`config.mk`:
```
export PLATFORM = sky130hd
export DESIGN_NAME = ordered_store_queue
export DESIGN_NICKNAME = d
export VERILOG_FILES = /design/src/rtl/osq_pkg.sv /design/src/rtl/osq_ptrs.sv /design/src/rtl/osq_status.sv /design/src/rtl/osq_store_ram.sv /design/src/rtl/osq_fence.sv /design/src/rtl/ordered_store_queue.sv
export SDC_FILE = /design/constraint.sdc
export NUM_CORES = 1
export LEC_CHECK = 0
export BUFFER_PORTS_ARGS = -buffer_cell sky130_fd_sc_hd__buf_2
export CAP_MARGIN = 10
export CORE_AREA = 8 8 198 200
export DETAILED_ROUTE_END_ITERATION = 8
export DIE_AREA = 0 0 206 208
export PLACE_DENSITY = 0.83
export SETUP_SLACK_MARGIN = 0.2
export SLEW_MARGIN = 20
export SYNTH_ARGS = -nofsm -noshare
export SYNTH_HDL_FRONTEND = slang
export SYNTH_SLANG_ARGS = --single-unit
```
`constraint.sdc`:
```
create_clock -name clk -period 9.1 [get_ports clk]
set_input_delay 0.455 -clock clk [delete_from_list [all_inputs] [get_ports clk]]
set_output_delay 0.455 -clock clk [all_outputs]
set_load 0.02 [all_outputs]
```
`src/rtl/osq_pkg.sv`:
```
package osq_pkg;
  // Entry status bits tracked beside the payload memory
  typedef struct packed {
    logic valid;
    logic addr_ok;
    logic data_ok;
    logic retired;
  } osq_flags_t;
endpackage

```
`src/rtl/osq_ptrs.sv`:
```
module osq_ptrs #(
  parameter int DEPTH = 8
) (
  input  logic                       clk,
  input  logic                       rst,
  input  logic                       push,
  input  logic                       pop,
  output logic [$clog2(DEPTH)-1:0]   head_idx,
  output logic [$clog2(DEPTH)-1:0]   tail_idx,
  output logic [$clog2(DEPTH):0]     count,
  output logic                       full,
  output logic                       empty
);
  localparam int IDX_W = $clog2(DEPTH);

  // one extra wrap bit on each pointer separates full from empty
  logic [IDX_W:0] head_q, tail_q;

  always_ff @(posedge clk) begin
    if (rst) begin
      head_q <= '0;
      tail_q <= '0;
    end else begin
      if (push) tail_q <= tail_q + 1'b1;
      if (pop)  head_q <= head_q + 1'b1;
    end
  end

  assign head_idx = head_q[IDX_W-1:0];
  assign tail_idx = tail_q[IDX_W-1:0];
  assign count    = tail_q - head_q;
  assign empty    = (tail_q == head_q);
  assign full     = (tail_q[IDX_W] != head_q[IDX_W]) &&
                    (tail_q[IDX_W-1:0] == head_q[IDX_W-1:0]);
endmodule

```
`src/rtl/osq_status.sv`:
```
module osq_status
  import osq_pkg::*;
#(
  parameter int DEPTH = 8
) (
  input  logic                       clk,
  input  logic                       rst,
  input  logic                       alloc_en,
  input  logic [$clog2(DEPTH)-1:0]   alloc_at,
  input  logic                       aw_en,
  input  logic [$clog2(DEPTH)-1:0]   aw_at,
  input  logic                       dw_en,
  input  logic [$clog2(DEPTH)-1:0]   dw_at,
  input  logic                       rt_en,
  input  logic [$clog2(DEPTH)-1:0]   rt_at,
  input  logic                       free_en,
  input  logic [$clog2(DEPTH)-1:0]   free_at,
  output osq_flags_t                 flags [DEPTH],
  output logic                       bad_retire
);
  localparam int IDX_W = $clog2(DEPTH);

  genvar gi;
  generate
    for (gi = 0; gi < DEPTH; gi++) begin : g_entry
      localparam logic [IDX_W-1:0] MY_IDX = IDX_W'(gi);
      osq_flags_t st;

      always_ff @(posedge clk) begin
        if (rst) begin
          st <= '0;
        end else if (free_en && free_at == MY_IDX) begin
          st <= '0;
        end else if (alloc_en && alloc_at == MY_IDX) begin
          st       <= '0;
          st.valid <= 1'b1;
        end else if (st.valid) begin
          if (aw_en && aw_at == MY_IDX) st.addr_ok <= 1'b1;
          if (dw_en && dw_at == MY_IDX) st.data_ok <= 1'b1;
          if (rt_en && rt_at == MY_IDX) st.retired <= 1'b1;
        end
      end

      assign flags[gi] = st;
    end
  endgenerate

  // retire aimed at an entry that holds no store
  always_ff @(posedge clk) begin
    if (rst) bad_retire <= 1'b0;
    else     bad_retire <= rt_en && !flags[rt_at].valid;
  end
endmodule

```
`src/rtl/osq_store_ram.sv`:
```
module osq_store_ram #(
  parameter int DEPTH  = 8,
  parameter int ADDR_W = 32,
  parameter int DATA_W = 32
) (
  input  logic                       clk,
  input  logic                       aw_en,
  input  logic [$clog2(DEPTH)-1:0]   aw_at,
  input  logic [ADDR_W-1:0]          aw_addr,
  input  logic                       dw_en,
  input  logic [$clog2(DEPTH)-1:0]   dw_at,
  input  logic [DATA_W-1:0]          dw_data,
  input  logic [DATA_W/8-1:0]        dw_be,
  input  logic [$clog2(DEPTH)-1:0]   rd_at,
  output logic [ADDR_W-1:0]          rd_addr,
  output logic [DATA_W-1:0]          rd_data,
  output logic [DATA_W/8-1:0]        rd_be
);
  localparam int BE_W = DATA_W / 8;

  // two independent write ports, no reset: maps onto distributed RAM
  logic [ADDR_W-1:0]      addr_mem [DEPTH];
  logic [DATA_W+BE_W-1:0] data_mem [DEPTH];

  always_ff @(posedge clk) begin
    if (aw_en) addr_mem[aw_at] <= aw_addr;
  end

  always_ff @(posedge clk) begin
    if (dw_en) data_mem[dw_at] <= {dw_be, dw_data};
  end

  assign rd_addr = addr_mem[rd_at];
  assign {rd_be, rd_data} = data_mem[rd_at];
endmodule

```
`src/rtl/osq_fence.sv`:
```
module osq_fence (
  input  logic clk,
  input  logic rst,
  input  logic fence_req,
  input  logic empty_next,
  output logic active
);
  // clears on the same edge as the commit that empties the queue
  always_ff @(posedge clk) begin
    if (rst) active <= 1'b0;
    else     active <= (active || fence_req) && !empty_next;
  end
endmodule

```
`src/rtl/ordered_store_queue.sv`:
```
module ordered_store_queue
  import osq_pkg::*;
#(
  parameter int DEPTH  = 8,
  parameter int ADDR_W = 32,
  parameter int DATA_W = 32
) (
  input  logic                       clk,
  input  logic                       rst,
  input  logic                       alloc_valid,
  output logic [$clog2(DEPTH)-1:0]   alloc_idx,
  output logic                       issue_stall,
  input  logic                       aw_valid,
  input  logic [$clog2(DEPTH)-1:0]   aw_idx,
  input  logic [ADDR_W-1:0]          aw_addr,
  input  logic                       dw_valid,
  input  logic [$clog2(DEPTH)-1:0]   dw_idx,
  input  logic [DATA_W-1:0]          dw_data,
  input  logic [DATA_W/8-1:0]        dw_be,
  input  logic                       rt_valid,
  input  logic [$clog2(DEPTH)-1:0]   rt_idx,
  output logic                       retire_err,
  output logic                       cache_valid,
  input  logic                       cache_ready,
  output logic [ADDR_W-1:0]          cache_addr,
  output logic [DATA_W-1:0]          cache_data,
  output logic [DATA_W/8-1:0]        cache_be,
  input  logic                       fence_req,
  output logic                       mem_stall
);
  localparam int IDX_W = $clog2(DEPTH);
  localparam int CNT_W = IDX_W + 1;

  initial begin
    if (DEPTH < 2 || (DEPTH & (DEPTH - 1)) != 0)
      $error("DEPTH must be a power of two of at least 2");
  end

  logic [IDX_W-1:0] head_idx, tail_idx;
  logic [CNT_W-1:0] count, count_next;
  logic             full, empty, fence_on;
  logic             push, pop;
  osq_flags_t       flags [DEPTH];
  osq_flags_t       head_st;

  assign issue_stall = full || fence_on;
  assign mem_stall   = fence_on;
  assign alloc_idx   = tail_idx;
  assign push        = alloc_valid && !issue_stall;

  assign head_st     = flags[head_idx];
  assign cache_valid = head_st.valid && head_st.addr_ok &&
                       head_st.data_ok && head_st.retired;
  assign pop         = cache_valid && cache_ready;

  assign count_next  = count + CNT_W'(push) - CNT_W'(pop);

  osq_ptrs #(.DEPTH(DEPTH)) u_ptrs (
    .clk      (clk),
    .rst      (rst),
    .push     (push),
    .pop      (pop),
    .head_idx (head_idx),
    .tail_idx (tail_idx),
    .count    (count),
    .full     (full),
    .empty    (empty)
  );

  osq_status #(.DEPTH(DEPTH)) u_status (
    .clk        (clk),
    .rst        (rst),
    .alloc_en   (push),
    .alloc_at   (tail_idx),
    .aw_en      (aw_valid),
    .aw_at      (aw_idx),
    .dw_en      (dw_valid),
    .dw_at      (dw_idx),
    .rt_en      (rt_valid),
    .rt_at      (rt_idx),
    .free_en    (pop),
    .free_at    (head_idx),
    .flags      (flags),
    .bad_retire (retire_err)
  );

  osq_store_ram #(.DEPTH(DEPTH), .ADDR_W(ADDR_W), .DATA_W(DATA_W)) u_ram (
    .clk     (clk),
    .aw_en   (aw_valid),
    .aw_at   (aw_idx),
    .aw_addr (aw_addr),
    .dw_en   (dw_valid),
    .dw_at   (dw_idx),
    .dw_data (dw_data),
    .dw_be   (dw_be),
    .rd_at   (head_idx),
    .rd_addr (cache_addr),
    .rd_data (cache_data),
    .rd_be   (cache_be)
  );

  osq_fence u_fence (
    .clk        (clk),
    .rst        (rst),
    .fence_req  (fence_req),
    .empty_next (count_next == '0),
    .active     (fence_on)
  );
endmodule

```
==> results.cfg, run 1 <==
[sta]
fin_setup_tns_ns = 0
slew_headroom_pct = 34.18
holdWs_ns = 0.1106
fin_crit_sh_pct = 42.63
worst_slew_pin_slew_ns = 0.9872
max_freq_mhz = 257.8
finalSetupViolCount = 0
drv_slew = 0
finalHoldViolCount = 0
skew_ns = 0.01716
period_minus_slack_ns = 3.879
rsz0062_at_grt = no

[setup_path]
cp_num_buf_inv = 2
end_kind = output port
required_ns = 8.65
critPathKind = flop to output port
crit_family = flip-flops
slowest_delay_ns = 0.98
cp_slowest_cell = dfxtp_4
path_cells = buf_12, mux4_2, mux2_2, buf_2
worstPathArrival_ns = 3.42
startpoint_type = flop
critPathMaxFanout = 89

[die]
initial_core_util_pct = 62.92
die_x_um = 206
ios = 160
dieArea_mm2 = 0.04285
coreArea_mm2 = 0.03608
die_y_um = 208
std_cell_rows = 70

[synth]
netlist_area_mm2 = 0.02270
synth.distinct_cells = 48
ys_warn_count = 0
ys_seq_elements = 589
syn_area_per_cell_um2 = 21.79
syn-instance-count = 1042
ys_async_sr_fraction_pct = 0
synth_edf_count = 544
synth_nets = 1146
synthFlopType = edfxtp_1
synth_sequential_area_ratio_pct = 75.92

[route]
wirelength_mm = 46.06
wl_met1_mm = 17.60
wl_met2_mm = 23.66
dr.pass1.iters = 6
routed_via_density = 6.255
highest_layer = met5
drc_errors = 0
route.detailed.wl_per_inst_um = 26.33
antenna_left = 0
wl_met3_mm = 3.721
drtIter0Drc = 892
routed-via-count = 10940

[grt]
grt_max_degree = 90
grt_pass1_vias = 11574
grt_pass1_wl_mm = 69.65
antenna_found_initial = 7
overflow = 0
grtUsageTotal_pct = 21.66

[pwr]
p_seq_share_pct = 57.2
power_frac_comb_pct = 3.7
power_leakage_nw = 8.287
switching_share_pct = 20.70
peakVddDrop_uv = 190.3
power.switching_mw = 1.113
power_density_mw_per_mm2 = 208.2
p_int_mw = 4.262
clockPowerShare_pct = 39.1

[clocking]
clock_latency_ns = 0.60
clock-sinks = 589
cts_buffers = 55
cts_tree = built
ctsRootBufferMaster = clkbuf_16
clk_pin_slew_ns = 0.06
hold_buffers = 0
cts_resized = 0
cts_setup_buffers = 0
cts_max_level = 2
clk_path_buf_depth = 3

[placed_design]
place_area_mm2 = 0.02416
dp.cells = 1643
place_congestion = 0.8730
place_hpwl_mm = 25.68
port_buffers = 159

[finish]
drive_gt1_share_pct = 38.64
layout_commonest_cell = edfxtp_1
area_growth_pct = 13.69
most-common-layout-cells = 544 x edfxtp_1, 159 x buf_2, 137 x mux4_2
fill_cells = 2070
postLayoutCellArea_mm2 = 0.02581
stdcell_count = 1749
nets = 1336

[flow_run]
cap_violations = 0

[status]
status = complete, no violations

[worst_hold_path]
hold_class = primary input to flop
registers in the layout, summed over array words and instances, names as in the netlist, named ones only:
| signal | count |
|---|---|
| u_ptrs.head_q | 4 |
| u_fence.active | 1 |
| u_status.flags | 32 |
| u_ptrs.tail_q | 4 |
| u_ram.addr_mem | 256 |
| u_ram.data_mem | 288 |
| u_status.bad_retire | 1 |
power by group through the flow:
| stage | logic, mW | clock network [mW] | registers (mW) |
|---|---|---|---|
| after floorplan | 0.102 | 0 | 3.12 |
| after global placement | 0.191 | 0 | 3.12 |
| after detailed placement | 0.198 | 0 | 3.13 |
| after CTS | 0.200 | 2.13 | 3.08 |
| after global routing | 0.215 | 2.24 | 3.08 |
| final | 0.198 | 2.10 | 3.08 |
Yosys cell counts, types with 3 or more instances:
library cell,instances,share of area [%]
mux4_2,137,14
nor3_1,28,0.62
a31oi_1,7,0.19
clkbuf_1,21,0.35
inv_1,5,0.083
edfxtp_1,544,72
nand2_1,10,0.17
dfxtp_1,45,4.0
xnor2_1,6,0.23
nor4_1,5,0.14
ha_1,16,0.88
nor2b_1,4,0.11
buf_4,3,0.099
a21oi_1,19,0.42
buf_2,17,0.37
nor2_1,38,0.63
a31o_2,3,0.12
buf_1,4,0.066
nand4_1,5,0.14
a2111oi_0,7,0.27
mux2_2,69,3.4
a41oi_1,3,0.12
fa_1,3,0.26
a41o_1,3,0.13
nand2b_1,9,0.25
and2_1,4,0.11
cell families after synthesis:
logic type / count (synthesis) / synth area share, %
compound gates: 49 / 1.725
xor+xnor: 9 / 0.3803
fa+ha+maj: 19 / 1.146
buf+inv: 53 / 1.069
flops: 589 / 75.92
mux: 210 / 17.28
simple gates: 113 / 2.480
final cells by class:
class	count	area, um2	area share [%]
Antenna cell	5	12.51	0.04847
Clock buffer	68	1435	5.560
Clock inverter	33	201.4	0.7804
Inverter	7	30.03	0.1163
Multi-Input combinational cell	400	5341	20.69
Sequential cell	589	17250	66.82
Tap cell	468	585.6	2.269
Timing Repair Buffer	179	958.4	3.713
per-layer routing:
layer / global-route usage [%] / vias up
met3: 5.190 / 76
met5: 0 / -
li1: - / 4728
met1: 28.04 / 5643
met4: 6.536 / 8
met2: 36.17 / 485
worst register-to-register path, stage by stage, from the launching register on:
cell and delay, ns:
dfxtp_1 0.55, clkinv_2 0.22, nor3_1 0.35, o41ai_2 0.16, o2bb2ai_4 0.29, inv_4 0.08, fa_1 0.39, fa_1 0.44
ha_1 0.21, fa_1 0.47, nor4_1 0.28, nor3_1 0.08
final timing paths:
| path | from | endpoint | slack, ns | depth (start not counted) |
|---|---|---|---|---|
| worst min register to register | u_status.flags[26] | u_status.flags[26] | 0.51 | 2 |
| worst max-delay path | flop | cache_data[31] | 5.22 | 4 |
| worst max register to register | u_ptrs.head_q[0] | u_fence.active | 5.44 | 11 |
| worst min-delay path | aw_addr[7] | u_ram.addr_mem[5][7] | 0.11 | 1 |
stage by stage:
stage                     worst slack, ns  utilization [%]  power (mW)
after floorplan                     5.450                -       3.226
after global placement              5.608            66.95       3.314
after detailed placement            5.457            66.95       3.329
after CTS                           5.115            71.48       5.408
after global routing                4.976            71.52       5.534
final                               5.221            71.53       5.375
No activity file was read; power rests on OpenSTA's default activity.
==> inputs of run 2 (changes only) <==
--- a/config.mk
+++ b/config.mk
@@ -5,12 +5,13 @@
 export SDC_FILE = /design/constraint.sdc
 export NUM_CORES = 1
 export LEC_CHECK = 0
+export ABC_AREA = 1
 export BUFFER_PORTS_ARGS = -buffer_cell sky130_fd_sc_hd__buf_2
 export CAP_MARGIN = 10
-export CORE_AREA = 8 8 198 200
+export CORE_AREA = 8 8 218 220
 export DETAILED_ROUTE_END_ITERATION = 8
-export DIE_AREA = 0 0 206 208
-export PLACE_DENSITY = 0.83
+export DIE_AREA = 0 0 226 228
+export PLACE_DENSITY = 0.75
 export SETUP_SLACK_MARGIN = 0.2
 export SLEW_MARGIN = 20
 export SYNTH_ARGS = -nofsm -noshare
==> constraint.sdc (replaced) <==
create_clock -name clk -period 3.2 [get_ports clk]
set_input_delay 0.16 -clock clk [delete_from_list [all_inputs] [get_ports clk]]
set_output_delay 0.16 -clock clk [all_outputs]
set_load 0.02 [all_outputs]
==> run 2 against run 1 <==
Net effect: non-clock buffer count rose by 103; worst hold slack got worse by 0.078 ns; via count up 43%; cell count rose by 60%; cell area increased by 8.2%; synthesized area rose by 3.8%; sequential share of layout area shrank 5.0 points; global-route usage fell by 0.85 points; wire length up 19%; clock power increased to 3.3 times the previous value; critical path type is now flop to flop; largest cell class unchanged.
==> results.cfg, run 2 <==
[synth]
synth_compound_area_share_pct = 10.38
synth_commonest_cells = 558 x nor2_1, 544 x edfxtp_1, 277 x o21ai_0
synth.area.top_cells = edfxtp_1 69%, nor2_1 8.9%, o21ai_0 5.9%
netlist_area_mm2 = 0.02356
synthFlopType = edfxtp_1
synth_nets = 2036
synth_edf_count = 544
ys_warn_count = 0
synth.distinct_cells = 33
synthAdderAreaFrac_pct = 1.105
syn_area_per_cell_um2 = 12.19
ys_async_sr_fraction_pct = 0
syn-instance-count = 1932
synth_xor_area_share_pct = 0.2231
synth_top_area_share_pct = 69.34
ys_seq_elements = 589
synth_sequential_area_ratio_pct = 73.17
yosys-mux-area-fraction_pct = 0
synthSimpleGateAreaFrac_pct = 11.56
synth_top_area_cell = edfxtp_1
synth_top_family_by_area = simple AND/OR/NAND/NOR gates
synth.most_common_cell = nor2_1

[setup_path]
path_cells = inv_4, ha_4, a21boi_4, nand3_2, nand3_4, inv_6, fa_2, fa_1, ha_2, fa_1, inv_1, nand2_1, o21ai_1, inv_1
cp_num_buf_inv = 4
crit_family = adder cells
r2r-end = u_fence.active
required_ns = 3.71
critPathKind = flop to flop
critPathMaxFanout = 7
slowest_delay_ns = 0.50
worstPathArrival_ns = 3.46
r2r-start = u_ptrs.tail_q[2]
end_kind = flop
worst-r2r-cell-count = 14
path_depth = 14
regToRegSetupSlack_ns = 0.26
cp_slowest_cell = fa_1
startpoint_type = flop

[die]
std_cell_rows = 77
die_y_um = 228
coreArea_mm2 = 0.04384
initial_core_util_pct = 53.74
ios = 160
dieArea_mm2 = 0.05153
die_x_um = 226

[sta]
max_freq_mhz = 339.7
setup_ws_ns = 0.2566
rsz0062_at_grt = yes
fin_crit_sh_pct = 91.98
slew_headroom_pct = 44.33
finalSetupViolCount = 0
skew_ns = 0.004988
worst_slew_pin_slew_ns = 0.8331
fin_setup_tns_ns = 0
drv_slew = 0
period_minus_slack_ns = 2.943
finalHoldViolCount = 0

[placed_design]
place_congestion = 0.8629
port_buffers = 159
place_hpwl_mm = 30.08
dp.cells = 2617
pre_cts_ws_ns = 0.1436

[route]
routed-via-count = 15641
route.detailed.wl_per_inst_um = 19.51
routed_via_density = 5.582
wirelength_mm = 54.68
drtIter0Drc = 1471
antenna_left = 0
drc_errors = 0
dr.pass1.iters = 5

[worst_hold_path]
hold_class = primary input to flop
hold_start = rt_valid
hold_path_depth = 5
hold_end = u_status.flags[12]

[finish]
post-route-util_pct = 63.70
largest_reg_flops = 288
top_register = u_ram.data_mem
nets = 2266
stdcell_count = 2802
most-common-layout-cells = 544 x edfxtp_1, 542 x nor2_1, 276 x o21ai_0
drive_gt1_share_pct = 15.59
area_growth_pct = 18.54
layout_commonest_cell = edfxtp_1

[status]
status = complete, no violations

[clocking]
ctsRootBufferMaster = clkbuf_16
clk_pin_slew_ns = 0.06
cts_max_level = 2
clk_path_buf_depth = 3
clock-sinks = 589
cts_buffers = 57
cts_tree = built
clock_latency_ns = 0.61

[grt]
grt_pass1_vias = 15602
grt_max_degree = 137
antenna_found_initial = 5
grt_pass1_wl_mm = 84.93
grtUsageTotal_pct = 20.81
overflow = 0

[pwr]
power_leakage_nw = 9.989
power_density_mw_per_mm2 = 585.7
peakVddDrop_uv = 521.7

[flow_run]
cap_violations = 0
## run 2: changes by cell type after synthesis, sizes merged, moves of 9 or more
cell / change
nor2: +524
o21ai: +278
mux4: -138
inv: +74
mux2: -70
nand2: +68
o22ai: +68
a31oi: +61
buf: +37
clkbuf: +28
nor3: -28
nand3: +18
nand4: +12
nand2b: -9
## run 2: per-stage QoR
step           instance area [um2]  hold slack [ns]  total power [mW]
6_report                     27930          0.03217             16.36
5_1_grt                      27920          0.04836             16.81
4_1_cts                      27870          0.01434             16.41
3_5_place_dp                 25200           0.3748             9.505
3_3_place_gp                 25200           0.3649             9.476
2_1_floorplan                23590           0.2478             9.199
## run 2: worst max path at each step
stage                                 from        endpoint  slack, ns
after CTS                 u_ptrs.tail_q[2]  u_fence.active       0.21
after detailed placement  u_ptrs.head_q[0]  u_fence.active       0.14
after global routing      u_ptrs.tail_q[2]  u_fence.active       0.07
after floorplan           u_ptrs.tail_q[2]  u_fence.active       0.17
after global placement    u_ptrs.head_q[0]  u_fence.active       0.23
final                     u_ptrs.tail_q[2]  u_fence.active       0.26
## run 2: repair_timing
item / in CTS / in global routing
resized for setup: 2 / 7
hold endpoints to repair: 554 / 0
setup endpoints to repair: 1 / 3
buffers inserted: 0 / 3
hold buffers: 75 / 0
pin swaps: 1 / 5
## run 2: cells by family (layout without fill, tap and decap cells)
family | Yosys count | after routing
flip-flops | 589 | 589
AO/OA/AOI/OAI | 445 | 445
adder cells (fa/ha/maj) | 19 | 19
buffers and inverters | 192 | 467
other | 0 | 3
XOR/XNOR | 6 | 6
AND/OR/NAND/NOR | 681 | 681
## run 2: per-layer routing
metal,share of wire [%],track usage [%],vias up
li1,-,-,7346
met1,41,27.14,7640
met2,49,34.83,543
met3,6.9,4.260,104
met4,2.2,6.317,8
met5,0.099,0,-
## run 2: final cells by class
class                      instances  area [um2]
inverter                          81       321.6
multi-input combinational       1151        5630
timing repair buffer             282        2056
antenna                            3       7.507
fill                            3159       15910
clock buffer                      70        1475
tap                              592       740.7
clock inverter                    34       444.2
sequential                       589       17250
## run 2: power by group
group / internal (mW) / leakage (nW) / switching, mW
combinational: 0.247 / 3.77 / 0.462
clock: 4.08 / 0.912 / 2.84
sequential: 8.66 / 5.31 / 0.0662
total: 13.0 / 9.99 / 3.37
## run 2: worst reg2reg max path, delay by kind of cell, from the launching register on
family	cells	cell delay [ns]
buffers and inverters	4	0.22
DFF	1	0.36
AOI/OAI and AO/OA	2	0.29
and+or+nand+nor	3	0.29
adders and majority gates	5	1.67
==> inputs of run 3 (changes only) <==
--- a/config.mk
+++ b/config.mk
@@ -8,10 +8,11 @@
 export ABC_AREA = 1
 export BUFFER_PORTS_ARGS = -buffer_cell sky130_fd_sc_hd__buf_2
 export CAP_MARGIN = 10
-export CORE_AREA = 8 8 218 220
+export CORE_AREA = 2 2 202 204
 export DETAILED_ROUTE_END_ITERATION = 8
-export DIE_AREA = 0 0 226 228
-export PLACE_DENSITY = 0.75
+export DIE_AREA = 0 0 204 206
+export MAX_ROUTING_LAYER = met4
+export PLACE_DENSITY = 0.78
 export SETUP_SLACK_MARGIN = 0.2
 export SLEW_MARGIN = 20
 export SYNTH_ARGS = -nofsm -noshare
==> constraint.sdc (replaced) <==
create_clock -name clk -period 2.8 [get_ports clk]
set_input_delay 0.14 -clock clk [delete_from_list [all_inputs] [get_ports clk]]
set_output_delay 0.14 -clock clk [all_outputs]
set_load 0.02 [all_outputs]
==> run 3 against run 2 <==
Net effect: register-to-register slack got worse by 0.26 ns; worst hold slack got worse by 0.0050 ns; highest routed layer is now met4; the flow now finishes with violations (negative setup slack); flip-flop and latch count unchanged; cell count decreased by 0.82%; worst setup slack got worse by 0.26 ns; largest cell class unchanged.
==> results.cfg, run 3 (synthesis results as in run 2) <==
[status]
status = complete, but fails checks
violations = negative setup slack

[pwr]
power_leakage_nw = 10.16
peakVddDrop_uv = 593.5
power_density_mw_per_mm2 = 633.8

[sta]
finalSetupViolCount = 1
worst_slew_pin_slew_ns = 0.7016
holdWs_ns = 0.02721
slew_headroom_pct = 53.22
rsz0062_at_grt = yes
fin_crit_sh_pct = 100.0
drv_slew = 0
period_minus_slack_ns = 2.801
max_freq_mhz = 357.0
finalHoldViolCount = 0
skew_ns = 0.005566
setup_ws_ns = -0.001332

[die]
coreArea_mm2 = 0.04018
die_x_um = 204
ios = 160
std_cell_rows = 74
initial_core_util_pct = 58.62
dieArea_mm2 = 0.04202
die_y_um = 206

[setup_path]
regToRegSetupSlack_ns = -0.001
critPathKind = flop to flop
r2r-start = u_ptrs.tail_q[2]
required_ns = 3.29
end_kind = flop
worstPathArrival_ns = 3.29
cp-startpoint = u_ptrs.tail_q[2]
startpoint_type = flop
critPathMaxFanout = 2

[route]
drtIter0Drc = 1739
wirelength_mm = 56.10
antenna_left = 0
routed-via-count = 16028
route.detailed.wl_per_inst_um = 20.19
routed_via_density = 5.768
drc_errors = 0
dr.pass1.iters = 6

[placed_design]
dp.cells = 2582
place_congestion = 0.8696
place_hpwl_mm = 29.42
port_buffers = 159

[finish]
drive_gt1_share_pct = 16.90
top_register = u_ram.data_mem
layout_commonest_cell = edfxtp_1
area_growth_pct = 19.42
stdcell_count = 2779
post-route-util_pct = 70.01
largest_reg_flops = 288
most-common-layout-cells = 544 x edfxtp_1, 541 x nor2_1, 275 x o21ai_0
fill_cells = 2688
nets = 2304

[grt]
grtUsageTotal_pct = 27.26
antenna_found_initial = 5
grt_pass1_vias = 15690
overflow = 0
grt_pass1_wl_mm = 85.02
grt_max_degree = 89

[clocking]
clk_path_buf_depth = 3
cts_buffers = 56
clock-sinks = 589
clk_pin_slew_ns = 0.06
clock_latency_ns = 0.59
ctsRootBufferMaster = clkbuf_16
cts_tree = built
cts_max_level = 2

[worst_hold_path]
hold_class = primary input to flop
hold_start = dw_idx[2]

[flow_run]
cap_violations = 0
-- run 3: cell count changes in the layout (fill, tap and decap cells not counted), sizes merged --
cell / delta
buf: +34
inv: -2
clkinvlp: -6
bufinv: -7
diode: +2
clkbuf: +1
clkinv: +13
dlygate4sd3: +2
-- run 3: layer usage --
layer / wire [um] / vias up / global-route usage [%] / share of wire, %
li1: - / 7431 / - / -
met1: 21850 / 7776 / 34.24 / 39
met2: 28060 / 708 / 45.48 / 50
met3: 4714 / 113 / 4.510 / 8.4
met4: 1476 / 0 / 9.446 / 2.6
met5: 0 / - / - / 0
-- run 3: power by group --
group          switching [mW]  total (mW)  internal (mW)
clock network            3.09        7.01           3.92
logic                   0.544       0.852          0.308
registers              0.0703        9.97           9.90
-- run 3: layout make-up --
| type | instances | area, um2 | share of cell area, % |
|---|---|---|---|
| clock buffer | 68 | 1446 | 5.141 |
| antenna | 5 | 12.51 | 0.04448 |
| clock inverter | 32 | 230.2 | 0.8184 |
| inverter | 81 | 335.3 | 1.192 |
| multi-input combinational | 1151 | 5659 | 20.12 |
| sequential | 589 | 17250 | 61.31 |
| timing repair buffer | 321 | 2534 | 9.006 |
| tap | 532 | 665.6 | 2.366 |
-- run 3: worst max-delay path: stages, from the launching register on --
cell	delay, ns
dfxtp_2	0.35
inv_4	0.04
ha_4	0.25
a21boi_2	0.15
nand3_2	0.11
nand3_4	0.09
inv_4	0.04
fa_2	0.35
fa_1	0.49
ha_2	0.17
fa_1	0.41
inv_1	0.06
nand2_1	0.04
o21ai_1	0.11
inv_1	0.04
-- run 3: repair_timing --
| item | in CTS | in global routing |
|---|---|---|
| buffers inserted | 6 | 4 |
| gates resized for setup | 16 | 19 |
| hold buffers | 77 | 0 |
| pin swaps | 4 | 5 |
| endpoints found under the setup margin | 63 | 19 |
| cloned | 2 | 3 |
| endpoints found under the hold margin | 553 | 0 |
-- run 3: per-stage QoR --
stage / worst slack (ns) / power, mW / setup TNS (ns) / area, um2
detailed placement: -0.1922 / 10.89 / -0.1922 / 25310
floorplan: -0.2320 / 10.51 / -0.2320 / 23590
global placement: -0.1717 / 10.86 / -0.1717 / 25310
finish: -0.001332 / 17.83 / -0.001332 / 28130
CTS: -0.02415 / 17.88 / -0.02415 / 27950
global route: -0.1545 / 18.34 / -0.1545 / 28130
-- run 3: final timing paths --
check,end,cells after the start
setup / recovery,u_fence.active,14
hold / removal,u_status.flags[21],5
setup reg to reg,u_fence.active,14
hold reg to reg,u_status.flags[2],2
